<file path="config.mk">
export PLATFORM = sky130hd
export DESIGN_NAME = cpwm_timer
export DESIGN_NICKNAME = d
export VERILOG_FILES = /design/src/rtl/cpwm_timer.sv
export SDC_FILE = /design/constraint.sdc
export NUM_CORES = 1
export LEC_CHECK = 0
export BUFFER_PORTS_ARGS = -buffer_cell sky130_fd_sc_hd__buf_2
export CORE_MARGIN = 4
export CORE_UTILIZATION = 37
export DETAILED_ROUTE_END_ITERATION = 6
export HOLD_SLACK_MARGIN = 0.06
export PLACE_DENSITY = 0.57
export RECOVER_POWER = 100
export SLEW_MARGIN = 25
export SYNTH_ARGS = -nofsm -noshare
export SYNTH_HDL_FRONTEND = slang
export SYNTH_SLANG_ARGS = --single-unit
</file>
<file path="constraint.sdc">
create_clock -name clk -period 4.25 [get_ports clk]
set_clock_uncertainty 0.2 [all_clocks]
set_input_delay 0.425 -clock clk [delete_from_list [all_inputs] [get_ports clk]]
set_output_delay 0.425 -clock clk [all_outputs]
set_load 0.01 [all_outputs]
</file>
<file path="src/rtl/cpwm_timer.sv">
`timescale 1ns/1ps
module cpwm_timer #(
  parameter int CW   = 16,
  parameter int NCH  = 4,
  parameter int NFLT = 4,
  parameter int DTW  = 8,
  parameter int AW   = 4
) (
  input  logic              clk,
  input  logic              rst_n,
  input  logic              wr_en,
  input  logic [AW-1:0]     wr_addr,
  input  logic [CW-1:0]     wr_data,
  input  logic [NCH-1:0]    cap_in,
  input  logic [NFLT-1:0]   fault_in,
  output logic [NCH-1:0]    pwm_o,
  output logic [CW-1:0]     cnt_o,
  output logic [NCH*CW-1:0] cap_o,
  output logic [NCH+1:0]    flags_o,
  output logic              irq_o
);
  localparam int NP    = NCH / 2;
  localparam int PW    = 7;
  localparam int A_CTL = 0;
  localparam int A_MOD = 1;
  localparam int A_CV  = 2;
  localparam int A_CFG = A_CV + NCH;
  localparam int A_DT  = A_CFG + 1;
  localparam int A_CLR = A_DT + 1;
  localparam logic [CW-1:0] ONE = 1;

  logic [2:0]     psc;
  logic           updown, en, lock, dir_dn, ovf, fltf;
  logic [PW-1:0]  pcnt;
  logic [CW-1:0]  cnt, mod_b, mod_a;
  logic [CW-1:0]  cv_b [NCH];
  logic [CW-1:0]  cv_a [NCH];
  logic [CW-1:0]  cap  [NCH];
  logic [1:0]     mode [NCH];
  logic [DTW-1:0] dtc  [NCH];
  logic [DTW-1:0] dt;
  logic [NCH-1:0] pol, oc, s1, s2, chf, tgt, lvl, match, rise, chset;
  logic [NP-1:0]  comb;

  wire tick      = en && (pcnt >= ((PW'(1) << psc) - PW'(1)));
  wire boundary  = tick && (updown ? (dir_dn && cnt == '0) : (cnt >= mod_a));
  wire fault_any = |fault_in;
  wire wr_ctl    = wr_en && !lock;
  wire clr       = wr_en && wr_addr == AW'(A_CLR);

  always_comb begin
    for (int i = 0; i < NCH; i++) begin
      match[i] = tick && cnt == cv_a[i];
      rise[i]  = s1[i] && !s2[i];
      chset[i] = (mode[i] == 2'd0) ? rise[i] : match[i];
      case (mode[i])
        2'd0:    tgt[i] = 1'b0;
        2'd1:    tgt[i] = oc[i];
        default: tgt[i] = cnt < cv_a[i];
      endcase
    end
    for (int p = 0; p < NP; p++)
      if (comb[p]) begin
        tgt[2*p]   = cnt >= cv_a[2*p] && cnt < cv_a[2*p+1];
        tgt[2*p+1] = !tgt[2*p];
      end
    for (int i = 0; i < NCH; i++)
      lvl[i] = tgt[i] && (!comb[i/2] || dtc[i] >= dt);
  end

  assign pwm_o   = (fltf || fault_any) ? '0 : (lvl ^ pol);
  assign cnt_o   = cnt;
  assign flags_o = {fltf, ovf, chf};
  assign irq_o   = |flags_o;

  for (genvar g = 0; g < NCH; g++) begin : g_cap
    assign cap_o[g*CW +: CW] = cap[g];
  end

  always_ff @(posedge clk or negedge rst_n)
    if (!rst_n) begin
      psc <= '0; updown <= 1'b0; en <= 1'b0; lock <= 1'b0;
      dir_dn <= 1'b0; ovf <= 1'b0; fltf <= 1'b0;
      pcnt <= '0; cnt <= '0; mod_b <= '0; mod_a <= '0; dt <= '0;
      pol <= '0; oc <= '0; s1 <= '0; s2 <= '0; chf <= '0; comb <= '0;
      for (int i = 0; i < NCH; i++) begin
        cv_b[i] <= '0; cv_a[i] <= '0; cap[i] <= '0; mode[i] <= '0; dtc[i] <= '0;
      end
    end else begin
      if (wr_ctl && wr_addr == AW'(A_CTL)) begin
        psc    <= wr_data[2:0];
        updown <= wr_data[3];
        en     <= wr_data[4];
        lock   <= wr_data[7];
      end
      if (wr_en && wr_addr == AW'(A_MOD)) mod_b <= wr_data;
      if (wr_ctl && wr_addr == AW'(A_CFG)) begin
        for (int i = 0; i < NCH; i++) begin
          mode[i] <= wr_data[2*i +: 2];
          pol[i]  <= wr_data[2*NCH + i];
        end
        for (int p = 0; p < NP; p++) comb[p] <= wr_data[3*NCH + p];
      end
      if (wr_ctl && wr_addr == AW'(A_DT)) dt <= wr_data[DTW-1:0];

      pcnt <= (!en || tick) ? '0 : pcnt + PW'(1);
      if (!en) begin
        cnt <= '0; dir_dn <= 1'b0;
      end else if (tick) begin
        if (!updown) begin
          cnt <= (cnt >= mod_a) ? '0 : cnt + ONE;
          dir_dn <= 1'b0;
        end else if (!dir_dn) begin
          if (cnt >= mod_a) begin
            dir_dn <= 1'b1;
            cnt <= (cnt == '0) ? '0 : cnt - ONE;
          end else cnt <= cnt + ONE;
        end else if (cnt == '0) begin
          dir_dn <= 1'b0;
          cnt <= (mod_a == '0) ? '0 : ONE;
        end else cnt <= cnt - ONE;
      end

      if (!en || boundary) begin
        mod_a <= mod_b;
        for (int i = 0; i < NCH; i++) cv_a[i] <= cv_b[i];
      end
      ovf  <= boundary  || (ovf  && !(clr && wr_data[NCH]));
      fltf <= fault_any || (fltf && !(clr && wr_data[NCH+1]));

      s1 <= cap_in;
      s2 <= s1;
      for (int i = 0; i < NCH; i++) begin
        if (wr_en && wr_addr == AW'(A_CV + i)) cv_b[i] <= wr_data;
        if (mode[i] == 2'd1 && match[i]) oc[i] <= !oc[i];
        if (mode[i] == 2'd0 && rise[i]) cap[i] <= cnt;
        chf[i] <= chset[i] || (chf[i] && !(clr && wr_data[i]));
        if (!tgt[i]) dtc[i] <= '0;
        else if (tick && dtc[i] < dt) dtc[i] <= dtc[i] + DTW'(1);
      end
    end
endmodule


</file>
# Word level (Yosys, flattened, before mapping)
# Cells that the tools add are included.
# totals
regBits	326
latch_bits	0
ram_bits	0
rom_bits	0
out_inout_bits	91
word_cells	217
memories	0
# op_classes
addsub	8
mul	0
div	0
magnitude_cmp	16
n_eq_ne	21
n_shift	1
muxes	36
n_bitwise	1
n_reduce_logical	93
# ops
cell	n
16-bit 2-to-1 mux	8
16-bit == test	4
16-bit less-than comparator	4
8-bit 2-to-1 mux	8
1-bit logical AND	51
16-bit greater-or-equal comparator	3
8-bit by 1-bit adder with 8-bit output, second input constant	4
8-bit greater-or-equal comparator	4
16-bit logical NOT	2
8-bit less-than comparator	4
1-bit logical NOT	20
16-bit by 1-bit adder with 16-bit output, second input constant	1
4-bit by 3-bit == test with 1-bit output, second input constant	4
16-bit by 1-bit subtractor with 16-bit output, second input constant	1
1-bit logical OR	13
1-bit 2-to-1 mux	12
2-bit by 1-bit != test with 1-bit output, second input constant	5
2-bit by 1-bit == test with 1-bit output, second input constant	4
4-bit by 2-bit == test with 1-bit output, second input constant	2
2-bit logical NOT	4
1-bit one-hot mux with 2 select lines	4
7-bit by 1-bit adder with 7-bit output, second input constant	1
7-bit greater-or-equal comparator	1
7-bit 2-to-1 mux	1
other kinds (10)	11

# Longest topological paths before layout
# Gate-level depths: netlist of the first run.
# depth
ltp_word	7
depth_mapped	11
ltp_nobuf	9

# Least setup slack after synthesis of the first run
# No wires, ideal clock.
# synth_path
path_type	reg2reg
start	register cnt[0] (netlist: cnt_o[0])
end	register cv_a[0] (netlist bit)
arrival_time_ns	2.938
required_ns	3.925
path_slack_ns	0.987
path_stages_with_launch	12
path_buffers	2
synth_period_minus_slack_ns	3.263
path_cell_list	dfrtp_1 -> clkbuf_1 -> inv_1 -> ha_1 -> nand2b_1 -> a2111oi_0 -> o311a_1 -> o21ai_1 -> o21ai_2 -> o21ai_4 -> buf_12 -> mux2_4
# synth_via
elab_chain_cells	5
word_cells_on_any_way	6
classes_between	order compare: 1; mux: 1; reduce/logical: 4
# synth_lines
item	line	rtl
start, declared	35	logic [CW-1:0] cnt, mod_b, mod_a;
start signal, assigned	111	cnt <= (cnt >= mod_a) ? '0 : cnt + ONE;
start signal, assigned	116	cnt <= (cnt == '0) ? '0 : cnt - ONE;
start signal, assigned	117	end else cnt <= cnt + ONE;
parallel branches: the longest is 2 deep, another holds 16-bit greater-or-equal comparator	-	
1-bit 2-to-1 mux *	46	wire boundary = tick && (updown ? (dir_dn && cnt == '0) : (cnt >= mod_a));
1-bit logical AND *	46	
1-bit logical OR *	124	if (!en || boundary) begin
end signal, assigned by index	87	cv_b[i] <= '0; cv_a[i] <= '0; cap[i] <= '0; mode[i] <= '0; dtc[i] <= '0;
end, declared	37	logic [CW-1:0] cv_a [NCH];
# Every way passes the cells marked *.
# A chain may end at the register's enable or synchronous reset.

# Worst setup path after layout of the first run
# layout_path
start	register cnt[11] (netlist: cnt_o[11])
end	output port pwm_o[0]
# layout_via
elab_chain_cells	6
word_cells_on_any_way	9
classes_between	order compare: 3; mux: 3; bitwise: 1; reduce/logical: 2
# layout_lines
item	line	rtl
16-bit less-than comparator (tied with other cells)	59	default: tgt[i] = cnt < cv_a[i];
1-bit one-hot mux with 2 select lines / 1-bit logical AND (equally long branches)	56, 64	
2-bit 2-to-1 mux *	63	if (comb[p]) begin
1-bit logical AND *	68	lvl[i] = tgt[i] && (!comb[i/2] || dtc[i] >= dt);
4-bit XOR *	71	assign pwm_o = (fltf || fault_any) ? '0 : (lvl ^ pol);
4-bit 2-to-1 mux *	71	
end, declared	16	output logic [NCH-1:0] pwm_o,
# Every way passes the cells marked *; elsewhere a longest branch is shown, timed or not.

==> impl_metrics.json, run 1 <==
{
  "start_util_pct": 37.5,
  "ys_types": 76,
  "end_kind": "output port",
  "rr_endpoint": "cv_a[55]",
  "clock_latency_ps": 550,
  "syn_inst": 1451,
  "ff2ff_setup_slack_ps": 650,
  "cap_violations": 1,
  "antenna_cells": 0,
  "initialDrtViolationCount": 831,
  "grt_max_degree": 117,
  "overflow": 0,
  "total_power_mw": 10.5,
  "drive_above_1_share_pct": 24.8,
  "fin_crit_sh_pct": 98.7,
  "cts_tree": "yes",
  "setup_viol": 0,
  "crit_top_cell": "a2bb2oi_1",
  "status": "finished with violations",
  "slowest_delay_ps": 540,
  "yosys.area.top_type": "dfrtp_1",
  "wire_per_inst_um": 20.2,
  "synth_nets": 1609,
  "globalplace.congestion": 0.839,
  "r2r_start": "cnt_o[7]",
  "fp.dieW_um": 222,
  "cts_buffer_depth": 3,
  "ir_worst_vdd_v": 0.000238,
  "postCtsSetupBuffers": 0,
  "hold_viol": 0,
  "syn_to_final_growth_pct": 16.3,
  "drv_slew": 33,
  "powerDensity_nw_per_um2": 528,
  "holdPathEnd": "cv_b[42]",
  "die_y_um": 222,
  "grt_pass1_wl_mm": 71.0,
  "critPathBufInv": 2,
  "rr_worst_depth": 9,
  "port_buffers": 121,
  "crit_type": "flop to output port",
  "synth.most_common_cell": "dfrtp_1",
  "async_reset_ff_share_pct": 100,
  "fin_crit_ps": 4190,
  "wirelength_mm": 45.2,
  "htree_levels": 2,
  "std_cell_rows": 78,
  "rsz0062_at_grt": "true",
  "synth_edf_count": 0,
  "drt_pre_antenna_iters": 5,
  "worst_pin_slew_ps": 2160,
  "worstHoldStart": "wr_data[10]",
  "ys_seq_area_share_pct": 47.9,
  "synth.top_cell.area_share_pct": 47.9,
  "start_kind": "flop",
  "grt_pass1_vias": 11800,
  "path_max_fanout": 14,
  "synth-main-ff-cell": "dfrtp_1",
  "via_per_inst": 5.28,
  "syn_area_per_cell_um2": 11.7,
  "arrival_ps": 3570,
  "synth_seq_cells": 326,
  "post-route-util_pct": 43.6,
  "yosysWarnings": 0,
  "coreArea_um2": 45400,
  "cts.sinks": 326,
  "synthTopCellsByArea": "dfrtp_1, mux2_2, ha_1, mux2_4, inv_1",
  "dieArea_um2": 49500,
  "dp_hpwl_mm": 32.1,
  "drc": 0,
  "nNetsFinal": 1773,
  "required_ps": 3620,
  "violations": "capacitance limit, slew limit",
  "regArea_um2": 8160,
  "cts_buffers": 38,
  "cp_slowest_cell": "dfrtp_1",
  "leakage_nw": 9.40,
  "vias": 11800,
  "path_delay_family": "compound AO/OA/AOI/OAI gates",
  "postRouteAntennaNets": 0,
  "maxSlewHeadroom_pct": -43.9,
  "clkTransAtPathRegs_ps": 60,
  "netlist_top_cells_count": "dfrtp_1, mux2_2, ha_1, inv_1, nand2_1",
  "fillers": 4265,
  "antenna_found_initial": 0,
  "grt_use_total_pct": 18.1,
  "crit_chain": "buf_4 -> ha_1 -> a21oi_1 -> o21a_1 -> a2bb2oi_1 -> o2111ai_1 -> a2bb2oi_1 -> or4b_1 -> o21ai_0 -> buf_2",
  "syn_area_um2": 17000,
  "ctsRootBufferMaster": "clkbuf_16",
  "min_path_type": "input port to flop",
  "whs_path_depth": 2,
  "clock.fmax_ghz": 0.238,
  "timing.hold.ws_ps": 93.0,
  "io_pins": 122,
  "multi_input_area_um2": 8060
}
report_power, final:
part	internal [mW]	switching, mW	leakage, nW
logic	1.34	1.39	4.57
registers	3.74	0.466	4.18
clock network	2.19	1.33	0.656
kinds of logic (layout without fill, tap and decap cells):
group / Yosys count / count (layout) / share of synthesized area, %
muxes: 241 / 241 / 17.7
xor gates and xnor gates: 37 / 37 / 1.90
and+or+nand+nor: 332 / 332 / 10.2
adders and majority gates: 127 / 127 / 9.34
buffers and inverters: 171 / 362 / 4.65
DFF: 326 / 326 / 47.9
AOI/OAI and AO/OA: 217 / 217 / 8.20
per-stage QoR:
stage	area, µm²	worst slack, ps	TNS (ps)	std cells
CTS	20000	18.5	0	2241
floorplan	17000	987	0	1451
global placement	18500	529	0	2161
global route	19800	-46.5	-166	2242
finish	19800	56.6	0	2242
detailed placement	18500	523	0	2161
cell usage in the layout, fill, tap and decap left out, drive strengths merged, types with 33 or more instances in the layout:
cell	instances
nor2	74
a21oi	65
clkbuf	145
o21ai	56
ha	127
nand2	84
nand4	33
mux2	241
inv	114
dfrtp	326
buf	80
how the worst max path moves through the flow:
stage	startpoint	endpoint	cells after the start
CTS	cnt_o[11]	pwm_o[1]	10
finish	cnt_o[11]	pwm_o[0]	10
floorplan	cnt_o[0]	cv_a[0]	11
global placement	cnt_o[15]	pwm_o[3]	10
global route	cnt_o[7]	pwm_o[3]	10
detailed placement	cnt_o[15]	pwm_o[3]	10
repair_timing:
item | in CTS | in global routing
hold buffers | 13 | 0
resized for setup | 2 | 5
endpoints found under the setup margin | 2 | 4
hold endpoints to repair | 138 | 0
registers in the layout, summed over array words and instances (netlist names), 2 cells and up:
register and count:
cv_a 64, mod_a 16, s2 4, pol 4, chf 4, dtc 32
pcnt 7, cnt_o 16, cv_b 64, mode 8, s1 4, psc 3
mod_b 16, cap_o 64, dt 8, oc 4, comb 2
layer usage:
| metal | track usage [%] | routed length [µm] |
|---|---|---|
| met5 | 0 | 0 |
| met4 | 4.22 | 941 |
| met3 | 3.65 | 2210 |
| met2 | 28.5 | 20400 |
| met1 | 26.0 | 21700 |
layout make-up:
class	count	share of cell area [%]
clock inverters	11	0.967
clock buffers	56	5.86
repair buffers	182	5.28
inverters	113	2.14
multi-input cells	954	40.7
flip-flops and latches	326	41.2
well taps	600	3.79
No activity file was read; power rests on OpenSTA's default activity.
==> run 2, diff against run 1 <==
Settings changed: CORE_UTILIZATION 37 to 40, PLACE_DENSITY 0.57 to 0.61.
==> impl_metrics.json, run 2 (synthesis gave the netlist of run 1 again) <==
{
  "path_max_fanout": 6,
  "syn_to_final_growth_pct": 12.8,
  "clock.fmax_ghz": 0.243,
  "port_buffers": 121,
  "io_pins": 122,
  "hold_viol": 0,
  "postRouteAntennaNets": 0,
  "r2r_start": "cnt_o[10]",
  "required_ps": 3620,
  "final_cell_mix": "dfrtp_1, mux2_2, ha_1",
  "fin_crit_ps": 4120,
  "powerDensity_nw_per_um2": 515,
  "overflow": 0,
  "dp.cells": 2091,
  "arrival_ps": 3490,
  "finalInstanceArea_um2": 19200,
  "status": "finished with violations",
  "instances_no_fill": 2167,
  "globalplace.congestion": 0.905,
  "drive_above_1_share_pct": 19.1,
  "drc": 0,
  "wirelength_mm": 46.1,
  "start_util_pct": 40.5,
  "setup_viol": 0,
  "grt_pass1_vias": 12200,
  "setup_tns_ps": 0,
  "cts_buffer_depth": 3,
  "std_cell_rows": 75,
  "worstHoldStart": "wr_data[1]",
  "start_kind": "flop",
  "fin_crit_sh_pct": 96.9,
  "grt_pass1_wl_mm": 72.1,
  "grt_max_degree": 94,
  "drt_pre_antenna_iters": 5,
  "ctsRootBufferMaster": "clkbuf_16",
  "cts_buffers": 37,
  "cts.sinks": 326,
  "vias": 12000,
  "worst_pin_slew_ps": 2600,
  "dpl_cell_area_um2": 18300,
  "cap_violations": 1,
  "die_y_um": 214,
  "end_kind": "output port",
  "crit_type": "flop to output port",
  "fp.dieW_um": 214,
  "maxSlewHeadroom_pct": -73.1,
  "cts_tree": "yes",
  "clkTransAtPathRegs_ps": 60,
  "via_per_inst": 5.53,
  "wire_per_inst_um": 21.3,
  "drv_slew": 91,
  "antenna_found_initial": 2,
  "dp_hpwl_mm": 33.0,
  "coreArea_um2": 42000,
  "clock_latency_ps": 550,
  "htree_levels": 2,
  "ir_worst_vdd_v": 0.000241,
  "min_path_type": "input port to flop",
  "grt_use_total_pct": 19.9,
  "dieArea_um2": 45900,
  "rsz0062_at_grt": "false",
  "violations": "capacitance limit, slew limit",
  "initialDrtViolationCount": 967,
  "postCtsSetupBuffers": 0,
  "final_common_cell": "dfrtp_1",
  "nNetsFinal": 1760,
  "leakage_nw": 8.96,
  "critPathLaunch": "cnt_o[6]",
  "ff2ff_setup_slack_ps": 180,
  "fillers": 3938
}
==> run 2: worst max-delay path, stage by stage (launching register included) <==
cell	delay, ps
dfrtp_1	550
ha_1	390
nand4_1	230
a2111oi_1	620
o31ai_1	190
buf_4	180
o21a_1	120
a21o_1	180
a21oi_1	260
buf_2	190
==> run 2: final cells by class <==
| type | count | area (µm²) | share of cell area (%) |
|---|---|---|---|
| Clock buffer | 55 | 1140 | 5.92 |
| Clock inverter | 9 | 106 | 0.554 |
| Sequential cell | 326 | 8160 | 42.5 |
| Timing Repair Buffer | 170 | 880 | 4.58 |
| Antenna cell | 1 | 2.50 | 0.0130 |
| Inverter | 113 | 424 | 2.21 |
| Tap cell | 539 | 674 | 3.51 |
| Multi-Input combinational cell | 954 | 7810 | 40.7 |
==> run 2: stage by stage <==
step / hold slack (ps) / worst slack, ps / util [%] / total power, mW
finish: 77.3 / 133 / 45.7 / 9.89
global route: 104 / 2.98 / 45.7 / 10.5
CTS: 62.7 / 19.4 / 46.8 / 10.3
detailed placement: 179 / 573 / 43.6 / 7.02
global placement: 173 / 668 / 43.6 / 6.91
floorplan: -70.6 / 987 / - / 6.16
==> run 2: path summary, 6_finish.rpt <==
kind                       endpoint  cells after the start
max in group asynchronous  cv_a[54]                      2
max reg2reg                cnt_o[9]                     10
min                           dt[1]                      3
min reg2reg                   s2[1]                      0
min in group asynchronous  cnt_o[0]                      2
max                        pwm_o[2]                      9
==> run 2: what timing repair did <==
item / CTS / global route
endpoints found under the setup margin: 1 / 3
resized for setup: 1 / 5
hold endpoints to repair: 109 / 0
hold buffers: 11 / 0
==> run 2: power breakdown <==
part | internal [mW] | leakage (nW) | switching [mW]
logic | 1.04 | 4.17 | 1.40
clock network | 1.97 | 0.616 | 1.28
registers | 3.74 | 4.18 | 0.468
total | 6.75 | 8.96 | 3.14
==> run 2: routing by layer <==
metal,vias to the layer above,global-route usage [%],routed length (µm),part of all wire [%]
met5,-,0,0,0
met4,0,6.18,1250,2.7
met3,77,4.78,3080,6.7
met2,383,32.0,21200,46
met1,6027,26.8,20600,45
li1,5491,-,-,-
==> run 3, diff against run 2 <==
==> constraint.sdc (replaced) <==
create_clock -name clk -period 4.25 [get_ports clk]
set_clock_uncertainty 0.2 [all_clocks]
set_input_delay 0.85 -clock clk [delete_from_list [all_inputs] [get_ports clk]]
set_output_delay 0.85 -clock clk [all_outputs]
set_load 0.01 [all_outputs]
==> impl_metrics.json, run 3 (synthesis gave the netlist of run 1 again) <==
{
  "std_cell_rows": 75,
  "drt_pre_antenna_iters": 5,
  "crit_chain": "ha_1 -> nand4_1 -> nor4_1 -> buf_4 -> nor4_4 -> o21ai_0 -> nand3_1 -> a21oi_1 -> buf_2",
  "cp_slowest_cell": "dfrtp_2",
  "ir_worst_vdd_v": 0.000262,
  "drc": 0,
  "overflow": 0,
  "status": "finished with violations",
  "setup_viol": 2,
  "drv_slew": 103,
  "fp.dieW_um": 214,
  "fin_crit_sh_pct": 102,
  "postRouteAntennaNets": 0,
  "pre_cts_ws_ps": 192,
  "hold_buffers": 0,
  "drive_above_1_share_pct": 26.5,
  "grt_pass1_wl_mm": 73.3,
  "via_per_inst": 5.49,
  "powerDensity_nw_per_um2": 532,
  "final_cell_mix": "dfrtp_1, mux2_2, ha_1",
  "maxSlewHeadroom_pct": -91.9,
  "cap_violations": 1,
  "syn_to_final_growth_pct": 16.0,
  "worst_slack_ps": -89.1,
  "dieArea_um2": 45900,
  "slowest_delay_ps": 460,
  "dpl_cell_area_um2": 18400,
  "globalplace.congestion": 0.897,
  "setup_tns_ps": -117,
  "total_power_mw": 10.5,
  "start_kind": "flop",
  "critPathBufInv": 2,
  "leakage_nw": 9.32,
  "path_max_fanout": 5,
  "timing.hold.ws_ps": 189,
  "worst_pin_slew_ps": 2880,
  "nNetsFinal": 1762,
  "vias": 11900,
  "instances_no_fill": 2171,
  "min_path_type": "flop to flop",
  "required_ps": 3200,
  "coreArea_um2": 42000,
  "wl_met2_mm": 21.6,
  "wl_met1_mm": 21.5,
  "end_kind": "output port",
  "antenna_found_initial": 5,
  "clock.fmax_ghz": 0.230,
  "finalInstanceArea_um2": 19700,
  "post-route-util_pct": 46.9,
  "grt_max_degree": 106,
  "violations": "capacitance limit, slew limit, setup timing",
  "wirelength_mm": 46.8,
  "port_buffers": 121,
  "crit_type": "flop to output port",
  "initialDrtViolationCount": 755,
  "ctsRootBufferMaster": "clkbuf_16",
  "cts_tree": "yes",
  "cts.sinks": 326,
  "dp.cells": 2097,
  "io_pins": 122,
  "arrival_ps": 3290,
  "dp_hpwl_mm": 33.2,
  "grt_use_total_pct": 20.3,
  "cts_buffers": 37,
  "start_util_pct": 40.5,
  "path_delay_family": "simple AND/OR/NAND/NOR gates",
  "htree_levels": 2,
  "met3WireLength_mm": 2.36,
  "final_common_cell": "dfrtp_1",
  "fin_crit_ps": 4340,
  "wire_per_inst_um": 21.6,
  "rsz0062_at_grt": "true",
  "hold_viol": 0,
  "die_y_um": 214,
  "highest_layer": "met5",
  "clkTransAtPathRegs_ps": 60,
  "cts_buffer_depth": 3,
  "grt_pass1_vias": 12200,
  "clock_latency_ps": 560
}
[run 3: changes by cell type in the layout (fill, tap and decap cells not counted), sizes merged]
cell         previous run  this run
clkbuf                155       151
clkinvlp                0         2
clkinv                  6         2
bufinv                  2         5
dlygate4sd3            11         0
buf                    59        77
[run 3: report_power, final]
group | switching (mW) | internal [mW]
clock | 1.30 | 2.14
sequential | 0.467 | 3.74
combinational | 1.50 | 1.35
total | 3.27 | 7.23
[run 3: final timing paths]
path / start / to / slack, ps / cells past startpoint
worst max-delay path: cnt_o[9] / pwm_o[2] / -90 / 9
worst min-delay path: s1[1] / s2[1] / 190 / 0
worst max register to register: cnt_o[14] / cnt_o[6] / 440 / 10
worst min register to register: s1[1] / s2[1] / 190 / 0
max in group asynchronous: rst_n / cnt_o[12] / 920 / 1
min in group asynchronous: rst_n / cap_o[30] / 1010 / 1
[run 3: layout make-up]
cell class                 instances  area, µm²
clock inverter                    10        188
tap                              539        674
fill                            3857      22300
multi-input combinational        954       8250
sequential                       326       8170
inverter                         113        424
clock buffer                      56       1130
antenna                            1       2.50
timing repair buffer             172        895
[run 3: layer usage]
layer	GRT usage (%)	vias to the layer above
li1	-	5501
met1	28.1	6055
met2	33.0	285
met3	3.54	81
met4	5.96	2
met5	0	-
[run 3: what timing repair did]
item | in CTS | in global routing
endpoints found under the setup margin | 4 | 4
gates resized for setup | 11 | 32
pin swaps | 4 | 13
buffers inserted | 0 | 7
